$ cat src/rtl/smb_rb_pkg.sv
package smb_rb_pkg;

    typedef enum logic [3:0] {
        ST_IDLE,
        ST_ADDR,
        ST_INDEX,
        ST_COUNT,
        ST_WDATA,
        ST_ACK,
        ST_TX,
        ST_RXACK,
        ST_IGNORE
    } rb_state_e;

    typedef logic [7:0] rb_byte_t;

endpackage

$ cat src/rtl/smb_rb_line_sync.sv
module smb_rb_line_sync #(
    parameter int SYNC_STAGES = 2
) (
    input  logic clk,
    input  logic rst_n,
    input  logic scl_i,
    input  logic sda_i,
    output logic scl_s,
    output logic sda_s,
    output logic scl_rise,
    output logic scl_fall,
    output logic start_evt,
    output logic stop_evt
);
    logic [SYNC_STAGES-1:0] scl_chain_q;
    logic [SYNC_STAGES-1:0] sda_chain_q;
    logic                   scl_prev_q;
    logic                   sda_prev_q;

    generate
        if (SYNC_STAGES == 1) begin : g_one
            always_ff @(posedge clk or negedge rst_n) begin
                if (!rst_n) begin
                    scl_chain_q <= '1;
                    sda_chain_q <= '1;
                end else begin
                    scl_chain_q <= scl_i;
                    sda_chain_q <= sda_i;
                end
            end
        end else begin : g_many
            always_ff @(posedge clk or negedge rst_n) begin
                if (!rst_n) begin
                    scl_chain_q <= '1;
                    sda_chain_q <= '1;
                end else begin
                    scl_chain_q <= {scl_chain_q[SYNC_STAGES-2:0], scl_i};
                    sda_chain_q <= {sda_chain_q[SYNC_STAGES-2:0], sda_i};
                end
            end
        end
    endgenerate

    always_ff @(posedge clk or negedge rst_n) begin
        if (!rst_n) begin
            scl_prev_q <= 1'b1;
            sda_prev_q <= 1'b1;
        end else begin
            scl_prev_q <= scl_s;
            sda_prev_q <= sda_s;
        end
    end

    assign scl_s     = scl_chain_q[SYNC_STAGES-1];
    assign sda_s     = sda_chain_q[SYNC_STAGES-1];
    assign scl_rise  = scl_s & ~scl_prev_q;
    assign scl_fall  = ~scl_s & scl_prev_q;
    assign start_evt = scl_s & scl_prev_q & sda_prev_q & ~sda_s;
    assign stop_evt  = scl_s & scl_prev_q & ~sda_prev_q & sda_s;

endmodule

$ cat src/rtl/smb_rb_regfile.sv
module smb_rb_regfile #(
    parameter int          NUM_REGS = 8,
    parameter logic [7:0]  RST_VAL  = 8'h00,
    localparam int         IDX_W    = $clog2(NUM_REGS)
) (
    input  logic                  clk,
    input  logic                  rst_n,
    input  logic                  wr_en,
    input  logic [IDX_W-1:0]      wr_idx,
    input  logic [7:0]            wr_data,
    output logic [NUM_REGS*8-1:0] regs_o
);
    generate
        for (genvar g = 0; g < NUM_REGS; g++) begin : g_reg
            always_ff @(posedge clk or negedge rst_n) begin
                if (!rst_n) begin
                    regs_o[g*8 +: 8] <= RST_VAL;
                end else if (wr_en && (wr_idx == IDX_W'(g))) begin
                    regs_o[g*8 +: 8] <= wr_data;
                end
            end
        end
    endgenerate

endmodule

$ cat src/rtl/smb_regbank_slave.sv
module smb_regbank_slave
    import smb_rb_pkg::*;
#(
    parameter int         NUM_REGS    = 8,
    parameter logic [6:0] BASE_ADDR   = 7'h6E,
    parameter int         SYNC_STAGES = 2,
    parameter logic [7:0] RST_VAL     = 8'h00
) (
    input  logic                  clk,
    input  logic                  rst_n,
    input  logic                  scl_i,
    input  logic                  sda_i,
    output logic                  sda_drive_low_o,
    input  logic [1:0]            addr_sel_i,
    output logic [NUM_REGS*8-1:0] regs_o,
    output logic [7:0]            count_o
);
    localparam int IDX_W = $clog2(NUM_REGS);

    typedef struct packed {
        rb_state_e        st;
        rb_state_e        nxt;
        logic [3:0]       bit_cnt;
        rb_byte_t         sh;
        logic [IDX_W-1:0] idx;
        rb_byte_t         cnt;
        rb_byte_t         left;
        logic             first;
        logic             drv;
    } core_t;

    core_t d, q;

    logic scl_s, sda_s, scl_rise, scl_fall, start_evt, stop_evt;
    logic             wr_en;
    logic [IDX_W-1:0] wr_idx;
    rb_byte_t         wr_data;
    rb_byte_t         reg_rd;
    logic [6:0]       my_addr;

    smb_rb_line_sync #(.SYNC_STAGES(SYNC_STAGES)) sync_i (
        .clk       (clk),
        .rst_n     (rst_n),
        .scl_i     (scl_i),
        .sda_i     (sda_i),
        .scl_s     (scl_s),
        .sda_s     (sda_s),
        .scl_rise  (scl_rise),
        .scl_fall  (scl_fall),
        .start_evt (start_evt),
        .stop_evt  (stop_evt)
    );

    smb_rb_regfile #(.NUM_REGS(NUM_REGS), .RST_VAL(RST_VAL)) rf_i (
        .clk     (clk),
        .rst_n   (rst_n),
        .wr_en   (wr_en),
        .wr_idx  (wr_idx),
        .wr_data (wr_data),
        .regs_o  (regs_o)
    );

    always_comb begin
        case (addr_sel_i)
            2'd1:    my_addr = BASE_ADDR - 7'd2;
            2'd2:    my_addr = BASE_ADDR - 7'd4;
            default: my_addr = BASE_ADDR;
        endcase
    end

    assign reg_rd = regs_o[{q.idx, 3'b000} +: 8];

    always_comb begin
        d       = q;
        wr_en   = 1'b0;
        wr_idx  = q.idx;
        wr_data = q.sh;
        if (start_evt) begin
            d.st      = ST_ADDR;
            d.bit_cnt = '0;
            d.drv     = 1'b0;
        end else if (stop_evt) begin
            d.st      = ST_IDLE;
            d.bit_cnt = '0;
            d.drv     = 1'b0;
        end else begin
            case (q.st)
                ST_ADDR, ST_INDEX, ST_COUNT, ST_WDATA: begin
                    if (scl_rise) begin
                        d.sh      = {q.sh[6:0], sda_s};
                        d.bit_cnt = q.bit_cnt + 4'd1;
                    end else if (scl_fall && q.bit_cnt == 4'd8) begin
                        d.bit_cnt = '0;
                        d.st      = ST_ACK;
                        d.drv     = 1'b1;
                        case (q.st)
                            ST_ADDR: begin
                                if (q.sh[7:1] != my_addr) begin
                                    d.st  = ST_IGNORE;
                                    d.drv = 1'b0;
                                end else if (q.sh[0]) begin
                                    d.nxt   = ST_TX;
                                    d.first = 1'b1;
                                end else begin
                                    d.nxt = ST_INDEX;
                                end
                            end
                            ST_INDEX: begin
                                d.idx = q.sh[IDX_W-1:0];
                                d.nxt = ST_COUNT;
                            end
                            ST_COUNT: begin
                                d.cnt  = q.sh;
                                d.left = q.sh;
                                d.nxt  = ST_WDATA;
                            end
                            default: begin
                                if (q.left == 8'd0) begin
                                    d.st  = ST_IGNORE;
                                    d.drv = 1'b0;
                                end else begin
                                    wr_en  = 1'b1;
                                    d.idx  = q.idx + 1'b1;
                                    d.left = q.left - 8'd1;
                                    d.nxt  = ST_WDATA;
                                end
                            end
                        endcase
                    end
                end
                ST_ACK: begin
                    if (scl_fall) begin
                        d.bit_cnt = '0;
                        d.st      = q.nxt;
                        d.drv     = 1'b0;
                        if (q.nxt == ST_TX) begin
                            d.sh    = q.first ? q.cnt : reg_rd;
                            d.idx   = q.first ? q.idx : q.idx + 1'b1;
                            d.first = 1'b0;
                            d.drv   = ~d.sh[7];
                        end
                    end
                end
                ST_TX: begin
                    if (scl_rise) begin
                        d.bit_cnt = q.bit_cnt + 4'd1;
                    end else if (scl_fall) begin
                        if (q.bit_cnt == 4'd8) begin
                            d.bit_cnt = '0;
                            d.drv     = 1'b0;
                            d.st      = ST_RXACK;
                        end else begin
                            d.sh  = {q.sh[6:0], 1'b0};
                            d.drv = ~q.sh[6];
                        end
                    end
                end
                ST_RXACK: begin
                    if (scl_rise) begin
                        if (sda_s) begin
                            d.st = ST_IGNORE;
                        end else begin
                            d.st  = ST_ACK;
                            d.nxt = ST_TX;
                        end
                    end
                end
                default: ;
            endcase
        end
    end

    always_ff @(posedge clk or negedge rst_n) begin
        if (!rst_n) begin
            q.st      <= ST_IDLE;
            q.nxt     <= ST_IDLE;
            q.bit_cnt <= '0;
            q.sh      <= '0;
            q.idx     <= '0;
            q.cnt     <= '0;
            q.left    <= '0;
            q.first   <= 1'b0;
            q.drv     <= 1'b0;
        end else begin
            q <= d;
        end
    end

    assign sda_drive_low_o = q.drv;
    assign count_o         = q.cnt;

endmodule

$ cat config.mk
export PLATFORM = sky130hd
export DESIGN_NAME = smb_regbank_slave
export DESIGN_NICKNAME = d
export VERILOG_FILES = /design/src/rtl/smb_rb_pkg.sv /design/src/rtl/smb_rb_line_sync.sv /design/src/rtl/smb_rb_regfile.sv /design/src/rtl/smb_regbank_slave.sv
export SDC_FILE = /design/constraint.sdc
export NUM_CORES = 1
export LEC_CHECK = 0
export CORE_UTILIZATION = 64
export DETAILED_ROUTE_END_ITERATION = 8
export DONT_BUFFER_PORTS = 1
export PLACE_DENSITY = 0.8
export SYNTH_ARGS = -nofsm -noshare
export SYNTH_HDL_FRONTEND = slang
export SYNTH_SLANG_ARGS = --single-unit
$ cat constraint.sdc
create_clock -name clk -period 4.3 [get_ports clk]
set_input_delay 0.43 -clock clk [delete_from_list [all_inputs] [get_ports clk]]
set_output_delay 0.43 -clock clk [all_outputs]
set_load 0.05 [all_outputs]
==> results.py <==
metrics = {
    "synth": {
        "ys_seq_elements": 110,
        "synthesis.area_um2": 6100,
        "syn_area_per_cell_um2": 11.7,
        "synth-edff-count": 0,
        "yosysWarnings": 0,
        "syn_nets": 538,
        "ys_dominant_reg_cell": "dfrtp_1",
        "synth-seq-area-share": 0.453,
        "async_reset_ff_frac": 1.00,
        "synth.distinct_cells": 69,
        "syn_inst": 519,
    },
    "cells_and_area": {
        "fin_nets": 515,
        "multi_input_area_um2": 3080,
        "nFillCells": 660,
        "layout-drive-gt1-share": 0.308,
        "syn_to_final_growth_pct": 4.02,
        "layout_commonest_cell": "dfrtp_1",
        "postLayoutCellArea_um2": 6340,
        "final_util": 0.686,
        "num_antenna_cells": 0,
        "final_cell_mix": "dfrtp_1 (104), mux2_2 (91), nand2_1 (37), o21ai_0 (26), a21oi_1 (22)",
        "seqCellArea_um2": 2760,
    },
    "cts": {
        "cts_hold_buf": 2,
        "cts_resized": 0,
        "cts_setup_buffers": 0,
        "cts_made_buffers": 9,
        "cts.sinks": 110,
        "cts_tree": "built",
        "clockBufferDepth": 2,
        "clk_pin_slew_ns": 0.11,
        "root_buffer": "clkbuf_8",
        "htreeDepth": 3,
        "clk_latency_ns": 0.37,
    },
    "routing": {
        "ant_nets": 0,
        "vias": 4186,
        "wl_met3_um": 1000,
        "met2_length_um": 6970,
        "wl_um": 13700,
        "wl_per_cell_um": 21.9,
        "route.detailed.drc": 0,
        "drt_first_pass_iters": 5,
        "highest_layer": "met4",
        "viasPerCell": 6.66,
        "drt_iter0_drc": 398,
        "m1WireLength_um": 5530,
    },
    "critical_path": {
        "critical_path.max_fanout": 16,
        "required_ns": 4.56,
        "critPathLaunchType": "flop",
        "critical_path_class": "flop to flop",
        "critPathCaptureType": "flop",
        "crit_arrival_ns": 3.26,
    },
    "floorplanning": {
        "io_pins": 79,
        "start_util": 0.660,
        "die_w_um": 99.6,
        "core_um2": 9240,
        "dieArea_um2": 9920,
        "die_y_um": 99.6,
        "num_rows": 35,
    },
    "timing": {
        "slew_headroom": 0.327,
        "slew_viol_final": 0,
        "fin_ws_ns": 1.31,
        "fin_skew_ns": 0.0102,
        "layout_min_cycle_time_ns": 2.99,
        "hold_viol": 0,
        "tns_ns": 0,
        "max_clock_freq_mhz": 334,
        "rsz0062_at_grt": "false",
        "final.period_utilization": 0.696,
        "worst_pin_slew_ns": 1.01,
        "setup_violations": 0,
    },
    "flow_run": {
        "max_cap_viol_count": 0,
    },
    "global_routing": {
        "antenna_found_initial": 0,
        "gr-total-overflow": 0,
        "grt_pass1_wl_um": 22000,
        "grt_max_degree": 111,
        "grtUsageTotal": 0.290,
        "first_global_vias": 4163,
    },
    "power_and_ir_drop": {
        "ir_drop_mv": 0.262,
        "power.density_nw_per_um2": 464,
        "p_leak_nw": 2.91,
    },
    "place": {
        "gp_congestion": 0.891,
        "pre_cts_ws_ns": 1.40,
        "post_dp_cell_area_um2": 6100,
        "portBuffers": 0,
        "hpwl_um": 9370,
    },
    "outcome": {
        "status": "finished, final reports clean",
    },
    "min_path": {
        "worstHoldPathType": "input port to flop",
    },
}
-- stage by stage --
stage / cells / power (W) / hold slack (ns)
after floorplan: 519 / 0.00205 / 0.134
after global placement: 612 / 0.00223 / 0.138
after detailed placement: 612 / 0.00226 / 0.139
after CTS: 629 / 0.00294 / 0.0221
after global routing: 629 / 0.00309 / 0.0185
final: 629 / 0.00294 / 0.0383
-- worst max-delay path, stage by stage, from the launching register on --
cell       delay, ns
dfrtp_1         0.55
nor2_1          0.43
nand3_1         0.50
a2111oi_2       0.99
o21ai_0         0.23
o2bb2ai_1       0.18
-- registers in the layout, indices dropped and copies added (netlist names) --
register,flops
sync_i.scl_prev_q,1
sync_i.scl_chain_q,2
count_o,8
sync_i.sda_prev_q,1
sync_i.sda_chain_q,2
rf_i.regs_o,64
wr_data,8
q,20
sda_drive_low_o,1
wr_idx,3
-- worst paths after layout --
check,start,cells past startpoint,slack (ns),to
max,q[40],5,1.31,q[9]
min,sda_i,0,0.04,sync_i.sda_chain_q[0]
max reg2reg,q[40],5,1.31,q[9]
min reg2reg,sync_i.scl_chain_q[0],0,0.36,sync_i.scl_chain_q[1]
max in group asynchronous,rst_n,2,3.23,rf_i.regs_o[24]
min in group asynchronous,rst_n,2,0.62,q[39]
-- power breakdown --
group	switching (W)	internal, W	total, W
Sequential	0.000323	0.00111	0.00144
Clock	0.000375	0.000278	0.000653
Combinational	0.000459	0.000394	0.000854
-- synthesized netlist by cell type, drive strengths merged, types with 5 or more instances --
cell / number / share of area
dfrtp: 104 / 0.43
buf: 17 / 0.017
a21oi: 22 / 0.018
nand3: 16 / 0.025
nand4: 5 / 0.0051
nor2: 15 / 0.0092
inv: 15 / 0.0092
ha: 13 / 0.027
nor3: 7 / 0.0057
mux4: 14 / 0.052
nand2b: 6 / 0.0062
mux2i: 8 / 0.013
o211ai: 6 / 0.0074
mux2: 91 / 0.17
dfstp: 6 / 0.026
nand2: 39 / 0.026
o21ai: 27 / 0.024
nor2b: 8 / 0.0082
clkbuf: 25 / 0.015
-- kinds of logic (layout without fill, tap and decap cells) --
family / after synthesis / in the layout / share of synthesized area
and+or+nand+nor: 126 / 126 / 0.130
muxes: 113 / 113 / 0.233
DFF: 110 / 110 / 0.453
buffers and inverters: 57 / 38 / 0.0419
adders and majority gates: 14 / 14 / 0.0283
xor gates and xnor gates: 2 / 2 / 0.00287
AOI/OAI and AO/OA: 97 / 97 / 0.111
-- layer usage --
layer / global-route usage / vias up
met5: 0 / -
met4: 0.111 / 0
met3: 0.0703 / 22
met2: 0.481 / 171
met1: 0.372 / 2118
li1: - / 1875
-- area by class of cell --
type	count	share of cell area
multi-input cells	352	0.486
flip-flops and latches	110	0.435
well taps	129	0.0255
clock buffers	9	0.0195
repair buffers	8	0.0130
clock inverters	6	0.0120
inverters	15	0.00888
Power figures use the tool's default switching activity.
